File: src/rtl/keyset_pkg.sv
package keyset_pkg;
    typedef enum logic [1:0] {
        ST_IDLE  = 2'd0,
        ST_GHOST = 2'd1,
        ST_REL   = 2'd2,
        ST_PRS   = 2'd3
    } seq_state_e;
endpackage

File: src/rtl/keyset_capture.sv
// Packs valid slots into a scancode list and applies the function-layer remap.
module keyset_capture #(
    parameter int MAX_KEYS = 8,
    parameter int ROW_W    = 4,
    parameter int COL_W    = 3,
    parameter int FN_CODE  = 58,
    localparam int KEY_W   = ROW_W + COL_W,
    localparam int CODE_W  = KEY_W + 1,
    localparam int CNT_W   = $clog2(MAX_KEYS + 1),
    localparam int IDX_W   = $clog2(MAX_KEYS)
) (
    input  logic [MAX_KEYS-1:0]             ent_valid,
    input  logic [MAX_KEYS*ROW_W-1:0]       rows,
    input  logic [MAX_KEYS*COL_W-1:0]       cols,
    input  logic                            fn_en,
    output logic [MAX_KEYS-1:0][CODE_W-1:0] codes,
    output logic [CNT_W-1:0]                cnt,
    output logic                            fn_seen
);
    logic [KEY_W-1:0] key;

    always_comb begin
        codes   = '0;
        cnt     = '0;
        fn_seen = 1'b0;
        key     = '0;
        for (int i = 0; i < MAX_KEYS; i++) begin
            if (ent_valid[i]) begin
                key = {rows[i*ROW_W +: ROW_W], cols[i*COL_W +: COL_W]};
                if (fn_en && (key == KEY_W'(FN_CODE))) begin
                    fn_seen = 1'b1;
                end else begin
                    codes[cnt[IDX_W-1:0]] = {1'b0, key};
                    cnt = cnt + CNT_W'(1);
                end
            end
        end
        if (fn_seen) begin
            for (int i = 0; i < MAX_KEYS; i++) begin
                if (CNT_W'(i) < cnt) codes[i][CODE_W-1] = 1'b1;
            end
        end
    end
endmodule

File: src/rtl/keyset_ghost.sv
// Walks all key pairs, one per cycle, and records row and column coincidences.
module keyset_ghost #(
    parameter int MAX_KEYS = 8,
    parameter int ROW_W    = 4,
    parameter int COL_W    = 3,
    localparam int KEY_W   = ROW_W + COL_W,
    localparam int CNT_W   = $clog2(MAX_KEYS + 1),
    localparam int IDX_W   = $clog2(MAX_KEYS)
) (
    input  logic                           clk,
    input  logic                           rst_n,
    input  logic                           go,
    input  logic                           enable,
    input  logic [CNT_W-1:0]               cnt,
    input  logic [MAX_KEYS-1:0][KEY_W-1:0] keys,
    output logic                           done,
    output logic                           ghost
);
    typedef struct packed {
        logic [CNT_W-1:0] i;
        logic [CNT_W-1:0] j;
        logic             row_hit;
        logic             col_hit;
    } gh_t;

    gh_t q, d;
    logic short_scan, last_pair, same_row, same_col;
    logic [KEY_W-1:0] key_a, key_b;

    always_comb begin
        d          = q;
        done       = 1'b0;
        ghost      = 1'b0;
        short_scan = !enable || (cnt < CNT_W'(3));
        key_a      = keys[q.i[IDX_W-1:0]];
        key_b      = keys[q.j[IDX_W-1:0]];
        same_row   = key_a[KEY_W-1:COL_W] == key_b[KEY_W-1:COL_W];
        same_col   = key_a[COL_W-1:0] == key_b[COL_W-1:0];
        last_pair  = (q.i == cnt - CNT_W'(2)) && (q.j == cnt - CNT_W'(1));
        if (!go) begin
            d.i       = '0;
            d.j       = CNT_W'(1);
            d.row_hit = 1'b0;
            d.col_hit = 1'b0;
        end else if (short_scan) begin
            done = 1'b1;
        end else begin
            d.row_hit = q.row_hit | same_row;
            d.col_hit = q.col_hit | same_col;
            if (last_pair) begin
                done      = 1'b1;
                ghost     = d.row_hit && d.col_hit;
                d.i       = '0;
                d.j       = CNT_W'(1);
                d.row_hit = 1'b0;
                d.col_hit = 1'b0;
            end else if (q.j == cnt - CNT_W'(1)) begin
                d.i = q.i + CNT_W'(1);
                d.j = q.i + CNT_W'(2);
            end else begin
                d.j = q.j + CNT_W'(1);
            end
        end
    end

    always_ff @(posedge clk or negedge rst_n) begin
        if (!rst_n) begin
            q <= '{i: '0, j: CNT_W'(1), row_hit: 1'b0, col_hit: 1'b0};
        end else begin
            q <= d;
        end
    end

    // the pair walk stays inside the list, second index above the first
    a_r11_pair_in_range: assert property (@(posedge clk) disable iff (!rst_n)
        (go && enable && cnt >= CNT_W'(3)) |-> (q.j > q.i) && (q.j < cnt));
endmodule

File: src/rtl/keyset_member.sv
// Tells whether one scancode occurs in the first cnt entries of a list.
module keyset_member #(
    parameter int MAX_KEYS = 8,
    parameter int CODE_W   = 8,
    localparam int CNT_W   = $clog2(MAX_KEYS + 1)
) (
    input  logic [CODE_W-1:0]               code,
    input  logic [MAX_KEYS-1:0][CODE_W-1:0] list,
    input  logic [CNT_W-1:0]                cnt,
    output logic                            hit
);
    always_comb begin
        hit = 1'b0;
        for (int i = 0; i < MAX_KEYS; i++) begin
            if ((CNT_W'(i) < cnt) && (list[i] == code)) hit = 1'b1;
        end
    end
endmodule

File: src/rtl/keyset_event_gen.sv
module keyset_event_gen
    import keyset_pkg::*;
#(
    parameter int MAX_KEYS = 8,
    parameter int ROW_W    = 4,
    parameter int COL_W    = 3,
    parameter int FN_CODE  = 58,
    localparam int KEY_W   = ROW_W + COL_W,
    localparam int CODE_W  = KEY_W + 1,
    localparam int CNT_W   = $clog2(MAX_KEYS + 1),
    localparam int IDX_W   = $clog2(MAX_KEYS)
) (
    input  logic                      clk,
    input  logic                      rst_n,
    input  logic                      snap_valid,
    input  logic [MAX_KEYS-1:0]       snap_ent_valid,
    input  logic [MAX_KEYS*ROW_W-1:0] snap_rows,
    input  logic [MAX_KEYS*COL_W-1:0] snap_cols,
    input  logic                      ghost_en,
    input  logic                      fn_en,
    output logic                      busy,
    output logic                      ev_valid,
    input  logic                      ev_ready,
    output logic                      ev_press,
    output logic [CODE_W-1:0]         ev_code
);
    typedef struct packed {
        seq_state_e                     state;
        logic [MAX_KEYS-1:0][CODE_W-1:0] old_codes;
        logic [CNT_W-1:0]               old_cnt;
        logic [MAX_KEYS-1:0][CODE_W-1:0] new_codes;
        logic [CNT_W-1:0]               new_cnt;
        logic                           fn_hit;
        logic [CNT_W-1:0]               k;
    } seq_t;

    seq_t q, d;

    logic [MAX_KEYS-1:0][CODE_W-1:0] cap_codes;
    logic [CNT_W-1:0]                cap_cnt;
    logic                            cap_fn;
    logic [MAX_KEYS-1:0][KEY_W-1:0]  scan_keys;
    logic                            g_done, g_ghost;
    logic                            old_in_new;
    logic [IDX_W-1:0]                k_idx;

    assign k_idx = q.k[IDX_W-1:0];

    keyset_capture #(
        .MAX_KEYS(MAX_KEYS), .ROW_W(ROW_W), .COL_W(COL_W), .FN_CODE(FN_CODE)
    ) u_capture (
        .ent_valid(snap_ent_valid),
        .rows     (snap_rows),
        .cols     (snap_cols),
        .fn_en    (fn_en),
        .codes    (cap_codes),
        .cnt      (cap_cnt),
        .fn_seen  (cap_fn)
    );

    for (genvar g = 0; g < MAX_KEYS; g++) begin : g_keys
        assign scan_keys[g] = q.new_codes[g][KEY_W-1:0];
    end

    keyset_ghost #(
        .MAX_KEYS(MAX_KEYS), .ROW_W(ROW_W), .COL_W(COL_W)
    ) u_ghost (
        .clk   (clk),
        .rst_n (rst_n),
        .go    (q.state == ST_GHOST),
        .enable(ghost_en),
        .cnt   (q.new_cnt),
        .keys  (scan_keys),
        .done  (g_done),
        .ghost (g_ghost)
    );

    keyset_member #(
        .MAX_KEYS(MAX_KEYS), .CODE_W(CODE_W)
    ) u_member (
        .code(q.old_codes[k_idx]),
        .list(q.new_codes),
        .cnt (q.new_cnt),
        .hit (old_in_new)
    );

    always_comb begin
        d        = q;
        ev_valid = 1'b0;
        ev_press = 1'b0;
        ev_code  = '0;
        case (q.state)
            ST_IDLE: begin
                if (snap_valid) begin
                    d.new_codes = cap_codes;
                    d.new_cnt   = cap_cnt;
                    d.fn_hit    = cap_fn;
                    d.k         = '0;
                    d.state     = ST_GHOST;
                end
            end
            ST_GHOST: begin
                if (g_done) begin
                    d.k     = '0;
                    d.state = g_ghost ? ST_IDLE : ST_REL;
                end
            end
            ST_REL: begin
                if (q.k == q.old_cnt) begin
                    d.k     = '0;
                    d.state = ST_PRS;
                end else if (!old_in_new) begin
                    ev_valid = 1'b1;
                    ev_code  = q.old_codes[k_idx];
                    if (ev_ready) d.k = q.k + CNT_W'(1);
                end else begin
                    d.k = q.k + CNT_W'(1);
                end
            end
            ST_PRS: begin
                if (q.k == q.new_cnt) begin
                    d.old_codes = q.new_codes;
                    d.old_cnt   = q.new_cnt;
                    d.state     = ST_IDLE;
                end else begin
                    ev_valid = 1'b1;
                    ev_press = 1'b1;
                    ev_code  = q.new_codes[k_idx];
                    if (ev_ready) d.k = q.k + CNT_W'(1);
                end
            end
            default: d.state = ST_IDLE;
        endcase
    end

    always_ff @(posedge clk or negedge rst_n) begin
        if (!rst_n) begin
            q <= '0;
        end else begin
            q <= d;
        end
    end

    assign busy = (q.state != ST_IDLE);

    // a waiting event keeps its code and kind
    a_r9_hold_stable: assert property (@(posedge clk) disable iff (!rst_n)
        (ev_valid && !ev_ready) |=> ev_valid && $stable(ev_code) && $stable(ev_press));

    // once a press is taken, no release follows in the same sequence
    a_r7_press_after_release: assert property (@(posedge clk) disable iff (!rst_n)
        (ev_valid && ev_ready && ev_press) |=> !(ev_valid && !ev_press));

    // an idle strobe raises busy in the next cycle
    a_r10_busy_rises: assert property (@(posedge clk) disable iff (!rst_n)
        (snap_valid && !busy) |=> busy);

    // the held count moves only at the close of a press phase
    a_r3_held_only_on_commit: assert property (@(posedge clk) disable iff (!rst_n)
        !$stable(q.old_cnt) |-> $past(q.state == ST_PRS));

    // with the layer active every press carries the layer bit
    a_r5_layer_bit: assert property (@(posedge clk) disable iff (!rst_n)
        (ev_valid && ev_press && q.fn_hit) |-> ev_code[CODE_W-1]);

    // list lengths never exceed the slot count
    a_r2_count_bound: assert property (@(posedge clk) disable iff (!rst_n)
        (q.new_cnt <= CNT_W'(MAX_KEYS)) && (q.old_cnt <= CNT_W'(MAX_KEYS)));
endmodule

File: config.mk
export PLATFORM = sky130hd
export DESIGN_NAME = keyset_event_gen
export DESIGN_NICKNAME = d
export VERILOG_FILES = /design/src/rtl/keyset_pkg.sv /design/src/rtl/keyset_capture.sv /design/src/rtl/keyset_ghost.sv /design/src/rtl/keyset_member.sv /design/src/rtl/keyset_event_gen.sv
export SDC_FILE = /design/constraint.sdc
export NUM_CORES = 1
export LEC_CHECK = 0
export ABC_AREA = 1
export BUFFER_PORTS_ARGS = -buffer_cell sky130_fd_sc_hd__buf_2
export CAP_MARGIN = 20
export CELL_PAD_IN_SITES_DETAIL_PLACEMENT = 0
export CELL_PAD_IN_SITES_GLOBAL_PLACEMENT = 1
export CORE_ASPECT_RATIO = 0.6
export CORE_MARGIN = 4
export CORE_UTILIZATION = 40
export CTS_CLUSTER_DIAMETER = 80
export DETAILED_ROUTE_END_ITERATION = 10
export GPL_TIMING_DRIVEN = 0
export PLACE_DENSITY_LB_ADDON = 0.1
export SYNTH_ARGS = -nofsm -noshare
export SYNTH_HDL_FRONTEND = slang
export SYNTH_SLANG_ARGS = --single-unit
export TNS_END_PERCENT = 5
File: constraint.sdc
create_clock -name clk -period 2.9 [get_ports clk]
set_clock_uncertainty 0.2 [all_clocks]
set_input_delay 0.29 -clock clk [delete_from_list [all_inputs] [get_ports clk]]
set_output_delay 0.29 -clock clk [all_outputs]
set_load 0.01 [all_outputs]
==> flow_metrics.py, run 1 <==
metrics = {
    "floorplan": {
        "start_util_pct": 40.6,
        "die_area_um2": 38800,
        "core_um2": 35100,
        "ios": 81,
        "rows": 53,
        "die-height_um": 154,
        "die_x_um": 252,
    },
    "synthesis": {
        "syn_area_um2": 14200,
        "ys_types": 52,
        "syn_inst": 2322,
        "yosysWarnings": 0,
        "ys_seq_area_share_pct": 26.7,
        "synth_fp_nets": 2412,
        "ys_ff_latch": 152,
        "avgSynthCellArea_um2": 6.14,
    },
    "finish": {
        "fin_nets": 2575,
        "most-common-layout-cells": "nand2_1, o21ai_0, inv_1, nand3_1, dfrtp_1",
        "area_growth_pct": 22.2,
        "antenna_cells": 0,
        "final_util_pct": 49.6,
        "final_area_um2": 17400,
        "final_common_cell": "nand2_1",
        "drive_gt1_share_pct": 17.9,
    },
    "worst_setup_path": {
        "crit_path_top_delay_cell": "nor2_1",
        "rr_worst_depth": 21,
        "r2r_slack_ns": -0.50,
        "critPathLaunch": "snap_rows[15]",
        "r2r_start": "k_idx[0]",
        "reg2reg_to": "q[3]",
        "cp-end-kind": "flop",
        "critPathTopFamily": "simple AND/OR/NAND/NOR gates",
        "cp_num_cells": 30,
        "start_kind": "input port",
        "arrival_ns": 4.44,
        "required_ns": 3.04,
        "cp_num_buf_inv": 10,
        "path_max_fanout": 4,
        "endpoint": "q[16]",
        "path_class": "input port to flop",
        "crit_path_max_incr_delay_ns": 0.35,
    },
    "grt": {
        "grt_pass1_vias": 16300,
        "grt_overflow_total": 0,
        "grt_max_degree": 83,
        "grt_use_total_pct": 37.9,
        "antenna_found_initial": 2,
        "grt_pass1_wl_mm": 108,
    },
    "outcome": {
        "status": "finished, violations left",
        "violations": "setup timing",
    },
    "timing": {
        "slew_violations": 0,
        "grt_setup_unrepaired": "yes",
        "period_needed_ns": 4.30,
        "relSlewSlack_pct": 32.3,
        "hold_viol": 0,
        "fmax_ghz": 0.233,
        "finalWorstSetupSlack_ns": -1.40,
        "worstMarginPinSlew_ns": 1.02,
        "setup_violations": 82,
        "fin_crit_sh_pct": 148,
        "hold_slack_ns": 0.0866,
    },
    "clock_tree": {
        "cts-buffers-inserted": 17,
        "htreeDepth": 4,
        "clockRootBuffer": "clkbuf_16",
        "clk_pin_slew_worst_paths_ns": 0.07,
        "cts_tree": "done",
        "clock_path_buffers": 2,
        "clk_latency_ns": 0.45,
        "cts.sink_count": 152,
    },
    "place": {
        "place_hpwl_mm": 60.0,
        "io_buffers": 77,
        "gp_congestion": 1.07,
        "post_dp_cell_area_um2": 15400,
    },
    "power_and_ir_drop": {
        "leakage_uw": 0.00846,
        "irDropWorstVdd_uv": 613,
        "p_total_uw": 17400,
        "power.density_nw_per_um2": 1000,
    },
    "hold_path": {
        "min_path_type": "input port to flop",
    },
    "route": {
        "dr.pass1.iters": 6,
        "drcViolationCount": 0,
        "drtIter0Drc": 2698,
        "drt-total-wl_mm": 75.8,
        "routed_via_density": 6.09,
        "ant_nets": 0,
        "wl_per_cell_um": 25.6,
        "num_vias": 18100,
    },
    "run": {
        "max_cap_viol_count": 0,
    },
}
cell families after synthesis:
kind of cell | synth area share, %
compound gates | 22.2
xor+xnor | 2.88
fa+ha+maj | 1.76
buf+inv | 11.1
flops | 26.7
simple gates | 35.4
flip-flops by register name, indices dropped and copies added, names as in the netlist, named ones only:
name       flops
k_idx          3
u_ghost.q     10
q            138
worst register-to-register path: cells and delay by family, from the launching register on:
kind,cells,cell delay (ns)
AO/OA/AOI/OAI,1,0.10
flip-flops,1,0.38
XOR/XNOR,1,0.17
buffers and inverters,6,0.97
AND/OR/NAND/NOR,13,1.48
stage by stage:
stage | worst slack, ns | instances | TNS, ns
floorplan | -1.59 | 2322 | -93.72
global placement | -3.22 | 2866 | -408.61
detailed placement | -3.28 | 2867 | -251.45
CTS | -1.26 | 2947 | -88.69
global route | -1.49 | 2965 | -107.82
finish | -1.40 | 2965 | -99.67
cells in the mapped netlist, drive strengths merged:
cell type  number  area [µm²]
nor4            3        18.8
dfstp           1        26.3
inv           273        1030
nor3           16         108
nand3         239        1270
o311ai          1        8.76
clkbuf         60         226
a31oi          13        81.3
nand4          44         275
a311oi          1        8.76
xnor2          12         105
a21o            1        7.51
or2            10        62.6
o31ai           1        7.51
nand2         682        2700
a221oi          7        61.3
nand3b          8        67.6
a22oi           3        22.5
o22ai          35         219
nor2          130         543
buf            57         315
o211ai         47         353
o21bai          6        45.0
a211oi          2        15.0
ha             20         250
o21ai         354        1780
a21oi         109         549
xor2           34         305
clkinv          2        7.51
dfrtp         151        3780
report_power, final:
group          switching (µW)  total [µW]  internal, µW
sequential               1400        4250          2850
combinational            7360       10900          3560
clock                    1060        2270          1210
worst min-delay path by stage:
stage / from / slack, ns / end / cells past startpoint
floorplan: rst_n / -0.21 / asynchronous set/reset pin / 0
global placement: q[99] / 0.26 / q[99] / 2
detailed placement: rst_n / 0.15 / q[38] / 1
CTS: snap_cols[22] / 0.06 / q[10] / 3
global route: snap_cols[22] / 0.1 / q[10] / 3
finish: snap_cols[22] / 0.09 / q[10] / 3
final cells by class:
cell class              count  area (µm²)
clock inverters            13         136
flip-flops and latches    152        3810
clock buffers              19         433
inverters                 275        1100
fillers                  3697       17700
well taps                 467         584
repair buffers            144        1070
plain buffers             117         681
multi-input cells        1778        9590
per-layer routing:
metal	global-route usage [%]	routed length, µm
met5	2.98	181
met2	44.4	25700
met4	6.36	1380
met3	19.2	13300
met1	59.8	35300
what timing repair did:
action | 4_1_cts | 5_1_grt
hold buffers | 1 | 0
pin swaps | 50 | 44
endpoints found under the hold margin | 81 | 0
setup endpoints to repair | 153 | 153
resized for setup | 174 | 106
cloned | 3 | 2
setup buffers | 44 | 16
No activity file was read; power rests on OpenSTA's default activity.
==> run 2: changes to the inputs <==
ABC_AREA = 0   (was 1)
CORE_UTILIZATION = 44   (was 40)
==> run 2 against run 1 <==
The flow still finishes with violations (setup timing). Critical path depth is 2 lower. Global-route usage shrank 0.58 points. Design area down 2.3%. Maximum frequency shrank 11%. Final cell count decreased by 29%. Combinational power down 13%. Synthesized cell count fell by 33%. Clock power up 8%. Largest power group unchanged.
==> flow_metrics.py, run 2 <==
metrics = {
    "outcome": {
        "status": "finished, violations left",
        "violations": "setup timing",
    },
    "power_and_ir_drop": {
        "irDropWorstVdd_uv": 607,
        "leakage_uw": 0.00662,
        "power.density_nw_per_um2": 971,
    },
    "grt": {
        "grt_pass1_wl_mm": 94.5,
        "antenna_found_initial": 1,
        "grt_use_total_pct": 37.3,
        "grt_overflow_total": 0,
        "grt_pass1_vias": 13300,
        "grt_max_degree": 82,
    },
    "run": {
        "max_cap_viol_count": 0,
    },
    "clock_tree": {
        "cts.sink_count": 152,
        "cts-buffers-inserted": 17,
        "clockRootBuffer": "clkbuf_16",
        "cts_tree": "done",
        "htreeDepth": 4,
        "clk_pin_slew_worst_paths_ns": 0.07,
        "clock_path_buffers": 2,
        "clk_latency_ns": 0.44,
    },
    "synthesis": {
        "synthTopCellsByCount": "dfrtp_1, nand2_1, nor2_1",
        "yosysTopAreaCell": "dfrtp_1",
        "avgSynthCellArea_um2": 8.98,
        "ys_ff_latch": 152,
        "ys_types": 111,
        "synthArstFlopShare_pct": 100,
        "ys_seq_area_share_pct": 27.3,
        "synth_fp_nets": 1644,
        "synth-edff-count": 0,
        "netlist_top_cells_area": "dfrtp_1, mux4_2, mux2_2",
        "synth_top_area_share_pct": 27.1,
        "syn_inst": 1554,
        "yosysWarnings": 0,
        "synth_ff_type": "dfrtp_1",
        "yosysMostFrequentCell": "dfrtp_1",
        "syn_area_um2": 14000,
    },
    "timing": {
        "relSlewSlack_pct": 17.3,
        "hold_viol": 0,
        "finalWorstSetupSlack_ns": -1.92,
        "grt_setup_unrepaired": "yes",
        "period_needed_ns": 4.82,
        "hold_slack_ns": 0.137,
        "fmax_ghz": 0.208,
        "setup_violations": 92,
        "worstMarginPinSlew_ns": 1.23,
        "slew_violations": 0,
        "tns_ns": -141.02,
        "fin_crit_sh_pct": 166,
    },
    "finish": {
        "final_common_cell": "dfrtp_1",
        "num-fill-cells": 2897,
        "final_util_pct": 54.5,
        "drive_gt1_share_pct": 30.5,
        "largest_register": "q",
        "largest_reg_flops": 138,
        "area_growth_pct": 21.9,
        "finalNonFillerCells": 2109,
        "fin_nets": 1769,
        "most-common-layout-cells": "dfrtp_1, nand2_1, nor2_1, mux2_2, buf_2",
    },
    "worst_setup_path": {
        "start_kind": "input port",
        "cp-end-kind": "flop",
        "arrival_ns": 4.94,
        "path_max_fanout": 9,
        "path_class": "input port to flop",
        "required_ns": 3.02,
    },
    "hold_path": {
        "min_path_type": "input port to flop",
    },
    "floorplan": {
        "start_util_pct": 44.7,
        "ios": 81,
        "die_x_um": 238,
        "core_um2": 31200,
        "die_area_um2": 34700,
        "rows": 50,
        "die-height_um": 146,
    },
    "route": {
        "drtIter0Drc": 2067,
        "dr.pass1.iters": 6,
        "ant_nets": 0,
        "drcViolationCount": 0,
        "num_vias": 14600,
        "drt-total-wl_mm": 67.0,
        "routed_via_density": 6.94,
        "wl_per_cell_um": 31.8,
    },
    "place": {
        "gp_congestion": 1.00,
        "place_hpwl_mm": 52.3,
        "place_ws_ns": -3.54,
        "dp_cells": 2018,
        "io_buffers": 46,
    },
}
## run 2: cell types whose count changed after synthesis, sizes merged, moves of 32 or more
cell | previous run | this run
o21ai | 354 | 96
mux2 | 0 | 80
mux2i | 0 | 57
nand2 | 682 | 140
xnor2 | 12 | 44
nand3 | 239 | 48
inv | 273 | 35
mux4 | 0 | 46
## run 2: cell families after synthesis
kind of cell,Yosys count,share of synthesized area (%)
AND/OR/NAND/NOR,486,18.0
AO/OA/AOI/OAI,450,22.9
multiplexers,183,18.1
buffers and inverters,165,5.15
flip-flops,152,27.3
XOR/XNOR,98,6.84
adder cells (fa/ha/maj),20,1.79
## run 2: routing by layer
metal	GRT usage (%)	vias to the layer above	wire (µm)
met5	3.31	-	205
met4	4.29	6	703
met3	23.1	79	12100
met2	41.5	998	22600
met1	59.3	7402	31300
li1	-	6154	-
## run 2: area by class of cell
type	instances	area (µm²)	area share (%)
antenna	1	2.50	0.0147
buffer	127	717	4.21
clock buffer	18	429	2.52
clock inverter	14	196	1.15
inverter	36	145	0.853
multi-input combinational	1237	10400	61.0
sequential	152	3810	22.4
tap	416	520	3.06
timing repair buffer	108	816	4.80
## run 2: power breakdown
| group | total, µW | leakage (µW) | internal [µW] | switching [µW] |
|---|---|---|---|---|
| clock network | 2450 | 0.000297 | 1450 | 1000 |
| registers | 4610 | 0.00196 | 2950 | 1660 |
| logic | 9460 | 0.00436 | 4040 | 5410 |
## run 2: through the flow
stage	area [µm²]	total power, µW
final	17000	16500
after global routing	17000	17100
after CTS	16500	15600
after detailed placement	15000	12500
after global placement	14900	12400
after floorplan	14200	9480
## run 2: final timing paths
path                            startpoint        to  slack, ns  cells past startpoint
max in group asynchronous            rst_n      q[6]       1.35                      3
worst max-delay path                 fn_en     q[42]      -1.92                     28
worst max register to register        q[7]  k_idx[1]      -1.19                     12
worst min register to register      q[140]    q[140]       0.30                      1
worst min-delay path            snap_valid    q[141]       0.14                      4
min in group asynchronous            rst_n     q[22]       0.24                      2
## run 2: critical path: stages
cell       delay [ns]
buf_6            0.08
buf_8            0.11
nor4bb_4         0.28
nand4_1          0.28
ha_4             0.34
nand2_8          0.08
nand2_8          0.06
ha_4             0.31
nand2_4          0.05
a21oi_4          0.20
a21oi_4          0.06
inv_4            0.09
ha_4             0.22
nand2_4          0.06
nand3b_1         0.08
and3_1           0.17
buf_6            0.13
buf_12           0.12
nor2_4           0.13
inv_2            0.06
ha_4             0.17
nand2_4          0.08
xor2_1           0.10
nor2_2           0.54
nand2b_1         0.28
buf_6            0.22
o221ai_1         0.24
a2bb2oi_2        0.09
## run 2: what timing repair did
action                                 4_1_cts  5_1_grt
hold buffers                                 1        0
setup endpoints to repair                  162      154
gates cloned                                 0        0
endpoints found under the hold margin       70        0
setup buffers                               35       22
pin swaps                                   43       40
gates resized for setup                    148       88
